$ cat config.mk
export PLATFORM = sky130hd
export DESIGN_NAME = lp_word_tx
export DESIGN_NICKNAME = d
export VERILOG_FILES = /design/src/rtl/lp_pkg.sv /design/src/rtl/lp_hold_stage.sv /design/src/rtl/lp_beat_ctr.sv /design/src/rtl/lp_shifter.sv /design/src/rtl/lp_word_tx.sv
export SDC_FILE = /design/constraint.sdc
export NUM_CORES = 1
export LEC_CHECK = 0
export ABC_AREA = 1
export BUFFER_PORTS_ARGS = -buffer_cell sky130_fd_sc_hd__buf_2
export CORE_MARGIN = 2
export CORE_UTILIZATION = 40
export DETAILED_ROUTE_END_ITERATION = 8
export GPL_ROUTABILITY_DRIVEN = 0
export SYNTH_ARGS = -nofsm -noshare
export SYNTH_HDL_FRONTEND = slang
export SYNTH_SLANG_ARGS = --single-unit
$ cat constraint.sdc
create_clock -name clk -period 1.7 [get_ports clk]
set_clock_uncertainty 0.2 [all_clocks]
set_input_delay 0 -clock clk [delete_from_list [all_inputs] [get_ports clk]]
set_output_delay 0 -clock clk [all_outputs]
set_load 0.1 [all_outputs]
$ cat src/rtl/lp_pkg.sv
package lp_pkg;

  // Number of beats needed for a word, given its width and the lane size.
  function automatic int unsigned beats_for(input logic wide, input logic dbl,
                                            input int unsigned narrow_w,
                                            input int unsigned wide_w,
                                            input int unsigned lane_w);
    int unsigned bits;
    int unsigned per_beat;
    bits     = wide ? wide_w : narrow_w;
    per_beat = dbl ? 2 * lane_w : lane_w;
    return bits / per_beat;
  endfunction

endpackage

$ cat src/rtl/lp_hold_stage.sv
module lp_hold_stage #(
  parameter int DATA_W = 48
) (
  input  logic              clk,
  input  logic              rst_n,
  input  logic              push,
  input  logic [DATA_W-1:0] push_data,
  input  logic              push_wide,
  input  logic              push_dbl,
  input  logic              pop,
  output logic              full,
  output logic [DATA_W-1:0] held_data,
  output logic              held_wide,
  output logic              held_dbl
);

  always_ff @(posedge clk or negedge rst_n) begin
    if (!rst_n) begin
      full      <= 1'b0;
      held_data <= '0;
      held_wide <= 1'b0;
      held_dbl  <= 1'b0;
    end else begin
      if (push) begin
        full      <= 1'b1;
        held_data <= push_data;
        held_wide <= push_wide;
        held_dbl  <= push_dbl;
      end else if (pop) begin
        full <= 1'b0;
      end
    end
  end

endmodule

$ cat src/rtl/lp_beat_ctr.sv
module lp_beat_ctr #(
  parameter int NARROW_W = 32,
  parameter int WIDE_W   = 48,
  parameter int LANE_W   = 4,
  parameter int CNT_W    = 4
) (
  input  logic clk,
  input  logic rst_n,
  input  logic load,
  input  logic load_wide,
  input  logic load_dbl,
  output logic busy,
  output logic ending
);
  import lp_pkg::*;

  logic [CNT_W-1:0] left_q;
  logic [CNT_W-1:0] reload;

  always_comb begin
    reload = CNT_W'(beats_for(load_wide, load_dbl, NARROW_W, WIDE_W, LANE_W));
  end

  always_ff @(posedge clk or negedge rst_n) begin
    if (!rst_n) begin
      left_q <= '0;
    end else if (load) begin
      left_q <= reload;
    end else if (left_q != '0) begin
      left_q <= left_q - 1'b1;
    end
  end

  assign busy   = (left_q != '0);
  assign ending = (left_q <= CNT_W'(1));

endmodule

$ cat src/rtl/lp_shifter.sv
module lp_shifter #(
  parameter int NARROW_W = 32,
  parameter int WIDE_W   = 48,
  parameter int LANE_W   = 4,
  parameter int LINK_W   = 8
) (
  input  logic              clk,
  input  logic              rst_n,
  input  logic              load,
  input  logic [WIDE_W-1:0] load_data,
  input  logic              load_wide,
  input  logic              load_dbl,
  input  logic              busy,
  output logic              cur_dbl,
  output logic [LINK_W-1:0] lane_out
);

  localparam logic [WIDE_W-1:0] NARROW_MASK = WIDE_W'({NARROW_W{1'b1}});

  logic [WIDE_W-1:0] sh_q;
  logic              dbl_q;
  logic [WIDE_W-1:0] masked;

  always_comb begin
    masked = load_wide ? load_data : (load_data & NARROW_MASK);
  end

  always_ff @(posedge clk or negedge rst_n) begin
    if (!rst_n) begin
      sh_q  <= '0;
      dbl_q <= 1'b0;
    end else if (load) begin
      sh_q  <= masked;
      dbl_q <= load_dbl;
    end else if (busy) begin
      sh_q <= dbl_q ? (sh_q >> LINK_W) : (sh_q >> LANE_W);
    end
  end

  always_comb begin
    lane_out = '0;
    if (busy) begin
      if (dbl_q) lane_out = sh_q[LINK_W-1:0];
      else       lane_out = LINK_W'(sh_q[LANE_W-1:0]);
    end
  end

  assign cur_dbl = dbl_q;

endmodule

$ cat src/rtl/lp_word_tx.sv
module lp_word_tx #(
  parameter int NARROW_W = 32,
  parameter int WIDE_W   = 48,
  parameter int LANE_W   = 4
) (
  input  logic                clk,
  input  logic                rst_n,
  input  logic                cfg_wide,
  input  logic                cfg_dbl,
  input  logic                in_valid,
  output logic                in_ready,
  input  logic [WIDE_W-1:0]   in_data,
  output logic                lnk_valid,
  output logic [2*LANE_W-1:0] lnk_data,
  output logic                underrun
);

  localparam int LINK_W    = 2 * LANE_W;
  localparam int MAX_BEATS = WIDE_W / LANE_W;
  localparam int CNT_W     = $clog2(MAX_BEATS + 1);

  logic              hold_full;
  logic [WIDE_W-1:0] hold_data;
  logic              hold_wide;
  logic              hold_dbl;
  logic              accept;
  logic              load;
  logic              beat_busy;
  logic              beat_ending;
  logic              beat_dbl;
  logic              underrun_q;

  assign in_ready = !hold_full;
  assign accept   = in_valid && !hold_full;
  // Move the held word in when the shift register is empty or on its last beat.
  assign load     = hold_full && beat_ending;

  lp_hold_stage #(.DATA_W(WIDE_W)) u_hold (
    .clk       (clk),
    .rst_n     (rst_n),
    .push      (accept),
    .push_data (in_data),
    .push_wide (cfg_wide),
    .push_dbl  (cfg_dbl),
    .pop       (load),
    .full      (hold_full),
    .held_data (hold_data),
    .held_wide (hold_wide),
    .held_dbl  (hold_dbl)
  );

  lp_beat_ctr #(
    .NARROW_W (NARROW_W),
    .WIDE_W   (WIDE_W),
    .LANE_W   (LANE_W),
    .CNT_W    (CNT_W)
  ) u_ctr (
    .clk       (clk),
    .rst_n     (rst_n),
    .load      (load),
    .load_wide (hold_wide),
    .load_dbl  (hold_dbl),
    .busy      (beat_busy),
    .ending    (beat_ending)
  );

  lp_shifter #(
    .NARROW_W (NARROW_W),
    .WIDE_W   (WIDE_W),
    .LANE_W   (LANE_W),
    .LINK_W   (LINK_W)
  ) u_shift (
    .clk       (clk),
    .rst_n     (rst_n),
    .load      (load),
    .load_data (hold_data),
    .load_wide (hold_wide),
    .load_dbl  (hold_dbl),
    .busy      (beat_busy),
    .cur_dbl   (beat_dbl),
    .lane_out  (lnk_data)
  );

  always_ff @(posedge clk or negedge rst_n) begin
    if (!rst_n) underrun_q <= 1'b0;
    else        underrun_q <= beat_busy && beat_ending && !hold_full;
  end

  assign lnk_valid = beat_busy;
  assign underrun  = underrun_q;

endmodule

==> metrics.cfg <==
[clock_network]
htreeDepth = 3
cts_tree = built
clock-root-buffer = clkbuf_16
cts.sinks = 105
cts-buffers-inserted = 9
clk_pin_slew_worst_paths_ns = 0.07
worstSkewPairLatency_ns = 0.35
cts_buffer_depth = 2

[final_layout]
layout-drive-gt1-share_pct = 29.0
nets = 770
utilization_pct = 58.5
final_cell_mix = 241 x nand2_1, 105 x dfrtp_1, 53 x dlygate4sd3_1, 53 x buf_2, 48 x mux2_2
antenna_cells = 0
synthToLayoutAreaGrowth_pct = 41.0
final_common_cell = nand2_1

[setup_path]
critPathBufInv = 4
startpoint_type = flip-flop
path_class = flip-flop to primary output
crit-reg2reg-launch = u_ctr.left_q[0]
worst_setup_path_end_kind = primary output
r2r_setup_slack_ns = -0.10
cp-endpoint = lnk_data[3]
r2r_cells = 10
cpLargestDelayFamily = buffers and inverters
crit_path_top_delay_cell = dfrtp_1
path_depth = 8
rr_endpoint = u_shift.sh_q[18]
cp_max_fo = 4
cpPeakStageDelay_ns = 0.38
arrival_ns = 1.62
critPathRequiredTime_ns = 1.50
critPathLaunch = u_ctr.left_q[1]
crit_chain = inv_2 -> ha_4 -> buf_6 -> nand2_4 -> nor2_4 -> buf_6 -> nor2_4 -> buf_12

[power_and_ir_drop]
p_total_mw = 12.0
powerDensity_nw_per_um2 = 1700
static-leakage-power_nw = 3.47
irDropWorstVdd_v = 0.000900

[routing]
drt_wl_total_um = 12000
vias = 4184
wire_per_inst_um = 13.5
route.detailed.drc = 0
viasPerCell = 4.72
dr.pass1.iters = 5
ant_nets = 0
drtIter0Drc = 194

[floorplan]
io_pins = 64
fp-row-count = 40
die_w_um = 116
start_util_pct = 41.5
coreArea_um2 = 12100
die_height_um = 116
die-area_um2 = 13500

[sta]
finalSetupViolCount = 62
rsz0062_at_grt = yes
hold_viol_final = 0
fin_ws_ns = -0.122
fmax_mhz = 549
drv_slew = 0
finalCritPeriodShare_pct = 107
fin_crit_ns = 1.82

[grt]
gr-total-overflow = 0
grt_pass1_vias = 4191
grt_pass1_wl_um = 19500
antenna_found_initial = 0
grt_use_total_pct = 18.6
grt_max_degree = 32

[job]
maxCapViolCount = 0

[logic_synthesis]
syn_inst = 568
ys_types = 28
synth_nets = 624
ys_ff_latch = 105
seq_area_frac_synth_pct = 52.3
synth-warning-count = 0
syn_avg_cell_area_um2 = 8.84
netlist_area_um2 = 5020

[place]
hpwlAfterDp_um = 7310
port_buffers = 63

[outcome]
violations = setup timing
status = complete, but fails checks

[hold_path]
hold_path.class = input port to flip-flop

## cell usage after synthesis, drive strengths merged
cell / instances / share of area (%)
nand2: 253 / 19
dfrtp: 105 / 52
mux2: 48 / 11
nand3: 44 / 4.6
inv: 29 / 2.2
nor2: 24 / 2.2
buf: 23 / 3.9
o21ai: 18 / 1.8
a21oi: 9 / 0.90
clkbuf: 5 / 0.45
ha: 3 / 0.75
xnor2: 2 / 0.35
clkinv: 1 / 0.10
conb: 1 / 0.075
nand3b: 1 / 0.15
nand4: 1 / 0.12
nor3: 1 / 0.10
## flip-flops by register name, summed over array words and instances (netlist names)
| register | count |
|---|---|
| underrun | 1 |
| u_ctr.left_q | 4 |
| u_hold.held_data | 48 |
| u_hold.held_dbl | 1 |
| u_shift.sh_q | 48 |
| u_hold.full | 1 |
| u_hold.held_wide | 1 |
| u_shift.cur_dbl | 1 |
## worst register-to-register path, stage by stage (launching register included)
cell       delay (ns)
dfrtp_1          0.39
inv_2            0.10
ha_4             0.16
buf_6            0.11
nand2_8          0.05
buf_6            0.13
nor2_4           0.17
buf_6            0.15
clkbuf_16        0.16
nand2_2          0.06
nand3_2          0.06
## through the flow
stage | std cells | area (um^2) | worst slack (ns) | setup TNS, ns | hold slack [ns]
after CTS | 876 | 6890 | -0.123 | -3.61 | 0.204
final | 886 | 7080 | -0.122 | -4.81 | 0.210
after global routing | 886 | 7080 | -0.197 | -9.78 | 0.211
after detailed placement | 797 | 5850 | -0.00946 | -0.00946 | -0.223
after floorplan | 568 | 5100 | -0.0768 | -0.307 | -0.496
after global placement | 797 | 5850 | 0.0655 | 0 | -0.226
## layer usage
layer	wire [um]	GRT usage, %	up-vias
li1	-	-	2080
met1	5170	23.7	1999
met2	6180	31.8	96
met3	512	4.76	9
met4	125	4.52	0
met5	0	0	-
## power breakdown
group	leakage (nW)	switching [mW]	internal, mW
Clock	0.142	0.875	1.22
Sequential	1.32	0.705	3.57
Combinational	2.01	3.02	2.66
Total	3.47	4.60	7.44
## worst min path at each step
stage                            from  slack (ns)  depth (start not counted)                    to
after global routing      in_data[32]        0.21                          3  u_hold.held_data[32]
after CTS                 in_data[35]        0.20                          3  u_hold.held_data[35]
after floorplan                 rst_n       -0.50                          0       u_ctr.left_q[0]
after global placement          rst_n       -0.23                          1   u_hold.held_data[1]
final                     in_data[35]        0.21                          3  u_hold.held_data[35]
after detailed placement        rst_n       -0.22                          1       u_shift.sh_q[1]
## cell families (layout without fill, tap and decap cells)
| group | after synthesis | count (layout) | share of synthesized area [%] |
|---|---|---|---|
| and+or+nand+nor | 324 | 324 | 26.4 |
| DFF | 105 | 105 | 52.3 |
| buffers and inverters | 58 | 208 | 6.63 |
| muxes | 48 | 48 | 10.8 |
| AOI/OAI and AO/OA | 27 | 27 | 2.69 |
| adders and majority gates | 3 | 3 | 0.748 |
| xor gates and xnor gates | 2 | 2 | 0.349 |
| other | 1 | 1 | 0.0747 |
## cell type report
type | instances | area, um^2
Inverter | 30 | 128
Timing Repair Buffer | 163 | 1590
Fill cell | 1070 | 5030
Multi-Input combinational cell | 405 | 2230
Clock inverter | 2 | 37.5
Sequential cell | 105 | 2630
Clock buffer | 13 | 260
Tap cell | 168 | 210
## what timing repair did
action,in CTS,in global routing
setup buffers,8,8
hold buffers,53,0
pin swaps,7,18
setup endpoints to repair,11,62
gates cloned,3,3
gates resized for setup,19,25
hold endpoints to repair,156,0
Power figures use the tool's default switching activity.
